==> config.mk <==
export PLATFORM = sky130hd
export DESIGN_NAME = gpio_port
export DESIGN_NICKNAME = d
export VERILOG_FILES = /design/src/rtl/gpio_port_pkg.sv /design/src/rtl/gpio_sync.sv /design/src/rtl/gpio_regs.sv /design/src/rtl/gpio_readmux.sv /design/src/rtl/gpio_port.sv
export SDC_FILE = /design/constraint.sdc
export NUM_CORES = 1
export LEC_CHECK = 0
export BUFFER_PORTS_ARGS = -buffer_cell sky130_fd_sc_hd__buf_2
export CORE_ASPECT_RATIO = 1.25
export CORE_MARGIN = 3
export CORE_UTILIZATION = 30
export CTS_BUF_LIST = sky130_fd_sc_hd__clkbuf_16
export DETAILED_ROUTE_END_ITERATION = 6
export PLACE_DENSITY = 0.6
export REMOVE_ABC_BUFFERS = 1
export SYNTH_ARGS = -nofsm -noshare
export SYNTH_HDL_FRONTEND = slang
export SYNTH_SLANG_ARGS = --single-unit
==> constraint.sdc <==
create_clock -name clk -period 1.6 [get_ports clk]
set_input_delay 0.24 -clock clk [delete_from_list [all_inputs] [get_ports clk]]
set_output_delay 0.24 -clock clk [all_outputs]
set_load 0.01 [all_outputs]
==> src/rtl/gpio_port_pkg.sv <==
package gpio_port_pkg;
    localparam int REG_ADDR_W = 2;

    typedef enum logic [REG_ADDR_W-1:0] {
        SEL_DATA = 2'd0,
        SEL_DIR  = 2'd1,
        SEL_PORT = 2'd2
    } reg_sel_e;
endpackage

==> src/rtl/gpio_sync.sv <==
module gpio_sync #(
    parameter int WIDTH  = 8,
    parameter int STAGES = 2
) (
    input  logic             clk,
    input  logic             rst_n,
    input  logic [WIDTH-1:0] din,
    output logic [WIDTH-1:0] dout
);
    logic [STAGES-1:0][WIDTH-1:0] chain_d, chain_q;

    always_comb begin
        chain_d[0] = din;
        for (int i = 1; i < STAGES; i++) begin
            chain_d[i] = chain_q[i-1];
        end
    end

    always_ff @(posedge clk or negedge rst_n) begin
        if (!rst_n) chain_q <= '0;
        else        chain_q <= chain_d;
    end

    assign dout = chain_q[STAGES-1];

    // the output is the input delayed by exactly STAGES edges (two by default)
    if (STAGES == 2) begin : g_chk
        p_sync_delay_r5: assert property (@(posedge clk) disable iff (!rst_n)
            $past(rst_n) |=> dout == $past(din, 2));
    end
endmodule

==> src/rtl/gpio_regs.sv <==
module gpio_regs
    import gpio_port_pkg::*;
#(
    parameter int WIDTH = 8
) (
    input  logic                  clk,
    input  logic                  rst_n,
    input  logic                  hw_stby,
    input  logic                  sw_stby,
    input  logic [REG_ADDR_W-1:0] addr,
    input  logic                  wr_en,
    input  logic [WIDTH-1:0]      wr_data,
    output logic [WIDTH-1:0]      data_o,
    output logic [WIDTH-1:0]      dir_o
);
    typedef struct packed {
        logic [WIDTH-1:0] data;
        logic [WIDTH-1:0] dir;
    } regs_t;

    regs_t st_d, st_q;

    always_comb begin
        st_d = st_q;
        if (hw_stby) begin
            st_d = '0;
        end else if (!sw_stby && wr_en) begin
            case (reg_sel_e'(addr))
                SEL_DATA: st_d.data = wr_data;
                SEL_DIR:  st_d.dir  = wr_data;
                default:  ;
            endcase
        end
    end

    always_ff @(posedge clk or negedge rst_n) begin
        if (!rst_n) st_q <= '0;
        else        st_q <= st_d;
    end

    assign data_o = st_q.data;
    assign dir_o  = st_q.dir;

    // hardware standby clears both registers at the next edge
    p_hw_clear_r8: assert property (@(posedge clk) disable iff (!rst_n)
        hw_stby |=> (st_q.data == '0) && (st_q.dir == '0));
    // software standby freezes both registers
    p_sw_hold_r9: assert property (@(posedge clk) disable iff (!rst_n)
        (sw_stby && !hw_stby) |=> $stable(st_q));
    // an accepted data write lands in the latch
    p_data_write_r2: assert property (@(posedge clk) disable iff (!rst_n)
        (wr_en && addr == REG_ADDR_W'(SEL_DATA) && !hw_stby && !sw_stby)
            |=> st_q.data == $past(wr_data));
endmodule

==> src/rtl/gpio_readmux.sv <==
module gpio_readmux
    import gpio_port_pkg::*;
#(
    parameter int WIDTH = 8
) (
    input  logic                  clk,
    input  logic                  rst_n,
    input  logic                  hw_stby,
    input  logic                  sw_stby,
    input  logic [REG_ADDR_W-1:0] addr,
    input  logic                  rd_en,
    input  logic [WIDTH-1:0]      data_i,
    input  logic [WIDTH-1:0]      dir_i,
    input  logic [WIDTH-1:0]      pins_sync,
    output logic [WIDTH-1:0]      rd_data
);
    logic [WIDTH-1:0] view_d, view_q;
    logic [WIDTH-1:0] live_view, port_val;
    logic             frozen;

    always_comb begin
        frozen    = sw_stby && !hw_stby;
        live_view = hw_stby ? pins_sync : ((dir_i & data_i) | (~dir_i & pins_sync));
        view_d    = frozen ? view_q : live_view;
        port_val  = frozen ? view_q : live_view;
        rd_data   = '0;
        if (rd_en) begin
            case (reg_sel_e'(addr))
                SEL_DATA: rd_data = data_i;
                SEL_DIR:  rd_data = dir_i;
                SEL_PORT: rd_data = port_val;
                default:  rd_data = '0;
            endcase
        end
    end

    always_ff @(posedge clk or negedge rst_n) begin
        if (!rst_n) view_q <= '0;
        else        view_q <= view_d;
    end

    // the captured view stays put during software standby
    p_view_hold_r9: assert property (@(posedge clk) disable iff (!rst_n)
        (sw_stby && !hw_stby) |=> (!(sw_stby && !hw_stby)) || $stable(view_q));
    // unmapped offset and idle bus read as zero
    p_unmapped_r7: assert property (@(posedge clk) disable iff (!rst_n)
        (!rd_en || addr == 2'd3) |-> rd_data == '0);
endmodule

==> src/rtl/gpio_port.sv <==
module gpio_port
    import gpio_port_pkg::*;
#(
    parameter int WIDTH       = 8,
    parameter int SYNC_STAGES = 2
) (
    input  logic                  clk,
    input  logic                  rst_n,
    input  logic                  hw_stby,
    input  logic                  sw_stby,
    input  logic [REG_ADDR_W-1:0] bus_addr,
    input  logic                  bus_wr_en,
    input  logic [WIDTH-1:0]      bus_wr_data,
    input  logic                  bus_rd_en,
    output logic [WIDTH-1:0]      bus_rd_data,
    input  logic [WIDTH-1:0]      pin_in,
    output logic [WIDTH-1:0]      pin_out,
    output logic [WIDTH-1:0]      pin_oe
);
    logic [WIDTH-1:0] data_w, dir_w, pins_sync_w;

    gpio_sync #(.WIDTH(WIDTH), .STAGES(SYNC_STAGES)) sync_i (
        .clk(clk), .rst_n(rst_n), .din(pin_in), .dout(pins_sync_w)
    );

    gpio_regs #(.WIDTH(WIDTH)) regs_i (
        .clk(clk), .rst_n(rst_n), .hw_stby(hw_stby), .sw_stby(sw_stby),
        .addr(bus_addr), .wr_en(bus_wr_en), .wr_data(bus_wr_data),
        .data_o(data_w), .dir_o(dir_w)
    );

    gpio_readmux #(.WIDTH(WIDTH)) rmux_i (
        .clk(clk), .rst_n(rst_n), .hw_stby(hw_stby), .sw_stby(sw_stby),
        .addr(bus_addr), .rd_en(bus_rd_en), .data_i(data_w), .dir_i(dir_w),
        .pins_sync(pins_sync_w), .rd_data(bus_rd_data)
    );

    assign pin_out = data_w;
    assign pin_oe  = hw_stby ? '0 : dir_w;

    // no pin is driven during hardware standby
    p_oe_off_r8: assert property (@(posedge clk) disable iff (!rst_n)
        hw_stby |-> pin_oe == '0);
    // an enabled output always belongs to a direction bit set to 1
    p_oe_dir_r3: assert property (@(posedge clk) disable iff (!rst_n)
        (bus_rd_en && bus_addr == REG_ADDR_W'(SEL_DIR) && !hw_stby) |-> pin_oe == bus_rd_data);
endmodule

# == After elaboration in Yosys (flattened, before gate mapping) ==
# Index checks and enable logic that the tools add are counted.
# totals
reg_bits,40
latch_bits,0
ram_bits,0
rom_bits,0
in_bits,24
out_inout_bits,24
wordCells,30
mem_count,0
# classes
n_addsub,0
n_mul,0
div,0
magnitude_cmp,0
n_eq_ne,2
shift,0
n_mux,9
bitwise_logic,4
reduce_logical,10
# ops
cell,n
$mux 8,6
$mux 16,2
$pmux 8 s3,1
$and 8x8->8,2
$not 8->8,1
$or 8x8->8,1
$reduce_bool 2->1,3
$reduce_and 2->1,2
$eq 2x1->1 const B,1
$eq 2x2->1 const B,1
$logic_and 1x1->1,2
$logic_not 1->1,2
$logic_not 2->1,1

# == Longest topological paths before layout ==
# Gate-level depths: netlist (run 1).
# logic_depth
word_depth,7
ltp_mapped,5
depth_no_buf,3

# == Modules after synthesis ==
# A second synthesis (run 1) with hierarchy kept.
# hier_totals
hier_cells,162
area_unflattened_um2,1941.9
# by_module_without_submodules
module,n_inst,cells_per_inst,area_per_inst_um2,seq_area_each_um2
gpio_regs,1,64,774.5,400.4
gpio_readmux,1,74,716.9,200.2
gpio_sync,1,16,400.4,400.4
gpio_port,1,8,50.0,0.0

# == Worst setup path after synthesis (run 1) ==
# Ideal clock, no wire load.
# synth_timing
path_kind,input -> output
startpoint,in sw_stby
endpoint,out bus_rd_data[1]
t_arrival_ps,1061
t_required_ps,1360
setup_slack_ps,299
cell_stages,5
path_buffers,2
path_cell_list,buf_6 buf_2 nor4b_1 a21oi_1 a32o_1
# synth_between
elab_chain_cells,4
# synth_lines
item,line,rtl
from (decl),gpio_port.sv:10,"input logic sw_stby,"
$logic_and 1x1->1,gpio_readmux.sv:22,frozen = sw_stby && !hw_stby;
$mux 8,n/a,
$pmux 8 s3,gpio_readmux.sv:28,case (reg_sel_e'(addr))
$mux 8,gpio_readmux.sv:27,if (rd_en) begin
to (decl),gpio_port.sv:15,"output logic [WIDTH-1:0] bus_rd_data,"
# No other way between the ends.

# == Final worst setup path (run 1) ==
# layout_timing
startpoint,"reg regs_i.st_q, in the netlist regs_i.data_o[4]"
endpoint,out bus_rd_data[4]
# layout_between
elab_chain_cells,6
# layout_lines
item,line,rtl
from (decl),gpio_regs.sv:21,"regs_t st_d, st_q;"
from (signal assigned),gpio_regs.sv:38,else st_q <= st_d;
$and 8x8->8,gpio_readmux.sv:23,live_view = hw_stby ? pins_sync : ((dir_i & data_i) | (~dir_i & pins_sync));
$or 8x8->8,gpio_readmux.sv:23,
$mux 8,gpio_readmux.sv:23,
$mux 8,n/a,
$pmux 8 s3 (*),gpio_readmux.sv:28,
$mux 8 (*),gpio_readmux.sv:27,
# Mark *: on every way between the ends. The rest lies on a longest branch, timed or not.

==> flow_summary.yaml, run 1 <==
logic_synthesis:
  synth_top_area_share_pct: 54.2
  synth_fa_ha_area_share_pct: 0
  yosysUniqueCellTypes: 22
  synthCells: 152
  ys_seq_elements: 40
  synth-compound-area-share_pct: 11.1
  synth_area_leaders: "dfrtp_1 (54%), mux2_2 (13%), nor2b_1 (5.8%)"
  synth_xor_area_share_pct: 0
  ys_warn_count: 0
  synth_area_per_cell_sq_um: 12.1
  synth_seq_area_share_pct: 54.2
  synth_simple_gate_area_share_pct: 16.8
  synth_top_family_by_area: "simple AND/OR/NAND/NOR gates"
  synth_top_area_cell: "dfrtp_1"
  syn-cell-area_sq_um: 1850
  muxShareOfSynthArea_pct: 14.6
grt:
  grt_pass1_wl_mm: 7.22
  antenna_found_initial: 1
  grt_use_total_pct: 13.3
  grt_pass1_vias: 1446
  grt_max_degree: 23
  grt_overflow_total: 0
timing:
  finalMaxSlewViolations: 0
  hold_viol: 0
  rsz0062_at_grt: "yes"
  worstMarginPinSlew_ns: 0.531
  setup_ws_ns: -0.0513
  finClkSkew_ns: 0.00255
  slew_headroom_pct: 64.4
  finalCritPeriodShare_pct: 103
  achievable-frequency_ghz: 0.606
  setup_viol: 6
  fin_crit_ns: 1.65
clock_network:
  max-clock-path-buffers: 2
  clk_pin_slew_ns: 0.05
  htreeDepth: 2
  clock_latency_ns: 0.27
  cts_tree: "yes"
  cts_buffers: 5
  cts_sinks: 40
  cts-root-buf: "clkbuf_16"
drt:
  drtAntennaViolNets: 0
  drc_errors: 0
  wl_mm: 4.45
  via_per_inst: 4.65
  detailroute.via_count: 1404
  first_pass_iters: 4
  wl_per_cell_um: 14.7
  dr.first_iter.drc_count: 27
pwr:
  p_comb_share_pct: 17.8
  power.share.clock_pct: 36.0
  peakVddDrop_mv: 0.420
  switchingPower_uw: 598
  power_density_nw_per_um2: 957
  seq_power_share_pct: 46.2
  intPower_mw: 1.88
  power_leakage_nw: 1.20
  swShare_pct: 24.1
worst_hold_path:
  holdPathStages: 1
  min_to: "sync_i.chain_d[8]"
  holdCritPathClass: "in -> reg"
  min-delay-start: "pin_in[0]"
setup_path:
  critPathCaptureType: "output pin"
  rr_startpoint: "regs_i.data_o[4]"
  slowest_stage: "dfrtp_2"
  max_stage_delay_ns: 0.44
  worst_ep_required_time_ns: 1.36
  reg2reg_slack_ns: 0.45
  crit_path_cell_trace: "nor4b_4 > a21oi_2 > a32o_1 > buf_2"
  cp_top_family: "flip-flops"
  worst-path-buf-inv: 1
  cp-start-kind: "flop"
  critPathKind: "reg -> out"
  critPathMaxFanout: 4
  reg2reg_to: "rmux_i.view_q[4]"
  critPathArrivalTime_ns: 1.41
  r2r_cells: 4
placed_design:
  placed_area_sq_um: 2310
  place_hpwl_mm: 3.11
  place.gp.congestion: 0.714
  numPortBuffers: 47
cells_and_area:
  post-route-util_pct: 44.0
  layout-drive-gt1-share_pct: 52.7
  antenna_cells: 0
  syn_to_final_growth_pct: 40.4
  num-nets-final: 246
  fill_cells: 588
  final_cell_area_sq_um: 2590
floorplan:
  dieArea_sq_um: 7140
  core_area_sq_um: 5900
  die_y_um: 93.7
  start_util_pct: 31.3
  ios: 48
  chipWidth_um: 76.2
  rows: 31
run_status:
  outcome: "complete, but fails checks"
  violations: "negative setup slack"
flow_run:
  maxCapViolations: 0
cell usage after synthesis:
library cell / instances
o21bai_1: 8
buf_2: 5
mux2_2: 22
buf_4: 1
nor4b_1: 7
inv_1: 1
buf_1: 1
clkbuf_2: 1
mux2_1: 2
a21oi_2: 1
a21oi_1: 8
nor3b_1: 1
nor2b_1: 17
nor2_1: 16
and2_1: 8
a21oi_4: 1
clkbuf_1: 1
a32o_1: 8
and3_1: 1
dfrtp_1: 40
nor3b_4: 1
buf_6: 1
kinds of logic (layout without fill, tap and decap cells):
| group | Yosys count | in the layout |
|---|---|---|
| DFF | 40 | 40 |
| buffers and inverters | 11 | 79 |
| muxes | 24 | 24 |
| AOI/OAI and AO/OA | 26 | 26 |
| and+or+nand+nor | 51 | 51 |
per-stage QoR:
| stage | std cells | power, mW | TNS (ns) | hold slack (ns) | setup slack [ns] |
|---|---|---|---|---|---|
| after detailed placement | 288 | 1.56 | -0.442 | 0.228 | -0.0738 |
| after CTS | 299 | 2.49 | -0.187 | 0.0593 | -0.0669 |
| after global placement | 288 | 1.55 | -0.551 | 0.231 | -0.0844 |
| after floorplan | 142 | 1.34 | 0 | -0.0556 | 0.310 |
| after global routing | 302 | 2.62 | -0.701 | 0.0594 | -0.149 |
| final | 302 | 2.48 | -0.169 | 0.0674 | -0.0513 |
worst reg2reg max path, stage by stage (launching register included):
cell and delay [ns]:
dfrtp_2 0.44, nor4b_4 0.29, a21oi_2 0.06, buf_4 0.13, and2_1 0.13
routing by layer:
metal	up-vias	GRT usage [%]	part of all wire, %	wire length (um)
met5	-	0	0.29	13
met4	2	5.89	1.7	76
met3	8	4.99	6.8	304
met2	38	21.3	46	2050
met1	686	15.9	45	2010
li1	670	-	-	-
state kept, by name, summed over array words and instances (netlist names):
name	cells
regs_i.data_o	8
regs_i.dir_o	8
rmux_i.view_q	8
sync_i.chain_d	8
sync_i.dout	8
area by class of cell:
| class | count | area [sq um] | area share, % |
|---|---|---|---|
| multi-input cells | 101 | 873 | 33.7 |
| repair buffers | 73 | 485 | 18.7 |
| inverters | 1 | 3.75 | 0.145 |
| clock buffers | 5 | 125 | 4.83 |
| flip-flops and latches | 40 | 1000 | 38.7 |
| well taps | 82 | 103 | 3.96 |
cells in the final DEF, fill, tap and decap left out, types with 8 or more instances in the layout:
cell      instances
buf_2            46
dfrtp_1          39
mux2_2           22
buf_4            21
nor2_1           16
nor2b_1          15
o21bai_1          8
and2_1            8
a32o_1            8
worst max path at each step:
stage | endpoint | startpoint | slack (ns) | cells past startpoint
3_5_place_dp | bus_rd_data[1] | bus_addr[1] | -0.07 | 4
4_1_cts | bus_rd_data[5] | regs_i.data_o[5] | -0.07 | 4
5_1_grt | bus_rd_data[3] | regs_i.data_o[3] | -0.15 | 4
2_1_floorplan | bus_rd_data[5] | regs_i.data_o[5] | 0.31 | 3
3_3_place_gp | bus_rd_data[6] | bus_addr[1] | -0.08 | 4
6_report | bus_rd_data[4] | regs_i.data_o[4] | -0.05 | 4
power by group through the flow:
stage	logic, mW	registers [mW]	clock network [mW]
6_report	0.441	1.15	0.893
5_1_grt	0.486	1.16	0.975
4_1_cts	0.429	1.14	0.923
3_5_place_dp	0.397	1.16	0
3_3_place_gp	0.396	1.16	0
2_1_floorplan	0.187	1.15	0
timing repair:
action,CTS,global route
buffers inserted,5,3
setup endpoints to repair,8,8
resized for setup,8,10
pin swaps,6,3
endpoints found under the hold margin,18,0
hold buffers,1,0
No activity file was read; power rests on OpenSTA's default activity.
==> run 2: changes to the inputs <==
- CORE_UTILIZATION: 30 -> 45
- PLACE_DENSITY: 0.6 -> 0.8
==> run 2 against run 1 <==
  * The run still ends with negative setup slack left
  * Final area decreased by 4.3%
  * Combinational power decreased by 5.7%
  * Die area is 31% lower
  * First-iteration DRC count up 89%
  * Total power rose by 7.1%
  * Setup slack got worse by 0.044 ns
  * Wire length is 5.7% lower
  * Clock skew is 0.0031 ns higher
  * Count of clock-buffer cells in the layout did not move
  * Sequential cell count unchanged
  * Via count rose by 0.36%
  * Non-clock buffer count shrank 7
==> flow_summary.yaml, run 2 (same netlist as run 1, synthesis figures left out) <==
timing:
  slew_headroom_pct: 52.8
  fin_crit_ns: 1.69
  worstMarginPinSlew_ns: 0.707
  setup_viol: 7
  rsz0062_at_grt: "yes"
  hold_viol: 0
  finalMaxSlewViolations: 0
  finClkSkew_ns: 0.00562
  achievable-frequency_ghz: 0.590
  setup_ws_ns: -0.0949
  finalCritPeriodShare_pct: 106
drt:
  detailroute.via_count: 1409
  drtAntennaViolNets: 0
  dr.first_iter.drc_count: 51
  first_pass_iters: 4
  wl_mm: 4.20
  drc_errors: 0
  via_per_inst: 5.22
  wl_per_cell_um: 15.5
clock_network:
  cts_tree: "yes"
  cts_sinks: 40
  cts-root-buf: "clkbuf_16"
  cts_buffers: 5
  clk_pin_slew_ns: 0.06
  max-clock-path-buffers: 2
  clock_latency_ns: 0.28
  htreeDepth: 2
cells_and_area:
  layout-drive-gt1-share_pct: 49.1
  syn_to_final_growth_pct: 34.3
  fill_cells: 335
  num-nets-final: 239
  final_cell_area_sq_um: 2480
  layout_common_cells: "buf_2 (46), dfrtp_1 (40), mux2_2 (22), nor2_1 (16), nor2b_1 (16)"
  antenna_cells: 0
  layout_commonest_cell: "buf_2"
  seq_area_sq_um: 1000
  layoutNonFillerInstCount: 270
  multi_input_area_sq_um: 833
floorplan:
  chipWidth_um: 63.3
  ios: 48
  rows: 25
  dieArea_sq_um: 4910
  start_util_pct: 47.6
  die_y_um: 77.6
  core_area_sq_um: 3880
setup_path:
  r2r_cells: 3
  critPathKind: "reg -> out"
  reg2reg_slack_ns: 0.54
  critPathMaxFanout: 3
  reg2reg_to: "rmux_i.view_q[1]"
  slowest_stage: "dfrtp_1"
  startpoint: "regs_i.data_o[1]"
  critPathArrivalTime_ns: 1.45
  worst-path-buf-inv: 1
  worst_ep_required_time_ns: 1.36
  cp.depth: 4
  critPathCaptureType: "output pin"
  cp-start-kind: "flop"
  rr_startpoint: "regs_i.data_o[1]"
  crit_end: "bus_rd_data[1]"
  cp_top_family: "flip-flops"
  crit_path_cell_trace: "nor4b_2 > a21oi_1 > a32o_1 > buf_2"
  max_stage_delay_ns: 0.41
pwr:
  peakVddDrop_mv: 0.859
  power_leakage_nw: 1.17
  power_density_nw_per_um2: 1070
grt:
  grt_use_total_pct: 18.5
  grt_pass1_wl_mm: 6.98
  grt_use_met1_pct: 21.0
  grt_overflow_total: 0
  grt_max_degree: 22
  busiest_layer: "met2"
  gr-usage-met2_pct: 32.6
  grt_use_met3_pct: 4.63
  antenna_found_initial: 0
  grt_pass1_vias: 1452
placed_design:
  dpl_worst_slack_ns: 0.0308
  numPortBuffers: 47
  dp_cells: 254
  place.gp.congestion: 0.777
  placed_area_sq_um: 2200
  place_hpwl_mm: 2.85
run_status:
  violations: "negative setup slack"
  outcome: "complete, but fails checks"
worst_hold_path:
  holdCritPathClass: "in -> reg"
flow_run:
  maxCapViolations: 0
==> run 2: final cells by class <==
| type | instances | area share, % |
|---|---|---|
| clock buffer | 5 | 5.04 |
| clock inverter | 3 | 1.56 |
| inverter | 1 | 0.151 |
| multi-input combinational | 101 | 33.6 |
| sequential | 40 | 40.3 |
| tap | 54 | 2.72 |
| timing repair buffer | 66 | 16.6 |
==> run 2: layer usage <==
layer	part of all wire [%]	routed length [um]
met3	5.9	247
met5	0	0
met2	52	2200
met1	40	1660
met4	2.1	87
==> run 2: power breakdown <==
part / switching, mW / internal [mW]
clock: 0.372 / 0.726
combinational: 0.196 / 0.220
sequential: 0.0516 / 1.09
==> run 2: stage by stage <==
| stage | TNS [ns] | util, % | total power [mW] | hold slack, ns |
|---|---|---|---|---|
| after floorplan | 0 | - | 1.34 | -0.0556 |
| after global placement | 0 | 56.7 | 1.52 | 0.220 |
| after detailed placement | 0 | 56.7 | 1.54 | 0.223 |
| after CTS | -0.377 | 63.3 | 2.67 | 0.0567 |
| after global routing | -0.914 | 64.0 | 2.77 | 0.0532 |
| final | -0.416 | 64.0 | 2.66 | 0.0600 |
==> run 2: how the worst min path moves through the flow <==
stage | slack [ns] | start | to | cells after the start
floorplan | -0.06 | rst_n | regs_i.data_o[0] | 0
global placement | 0.22 | rst_n | sync_i.chain_d[14] | 1
detailed placement | 0.22 | rst_n | regs_i.data_o[7] | 1
CTS | 0.06 | pin_in[5] | sync_i.chain_d[13] | 1
global route | 0.05 | pin_in[5] | sync_i.chain_d[13] | 1
finish | 0.06 | pin_in[5] | sync_i.chain_d[13] | 1
==> run 2: worst register-to-register path, delay by kind of cell, from the launching register on <==
kind / cells / cell delay [ns]
simple gates: 2 / 0.46
compound gates: 1 / 0.08
flops: 1 / 0.41
==> run 2: repair_timing <==
action                                  4_1_cts  5_1_grt
buffers inserted                              5        2
gates cloned                                  0        0
pin swaps                                     2        3
hold buffers                                  1        0
endpoints found under the setup margin        7        8
gates resized for setup                       7        4
endpoints found under the hold margin        19        0
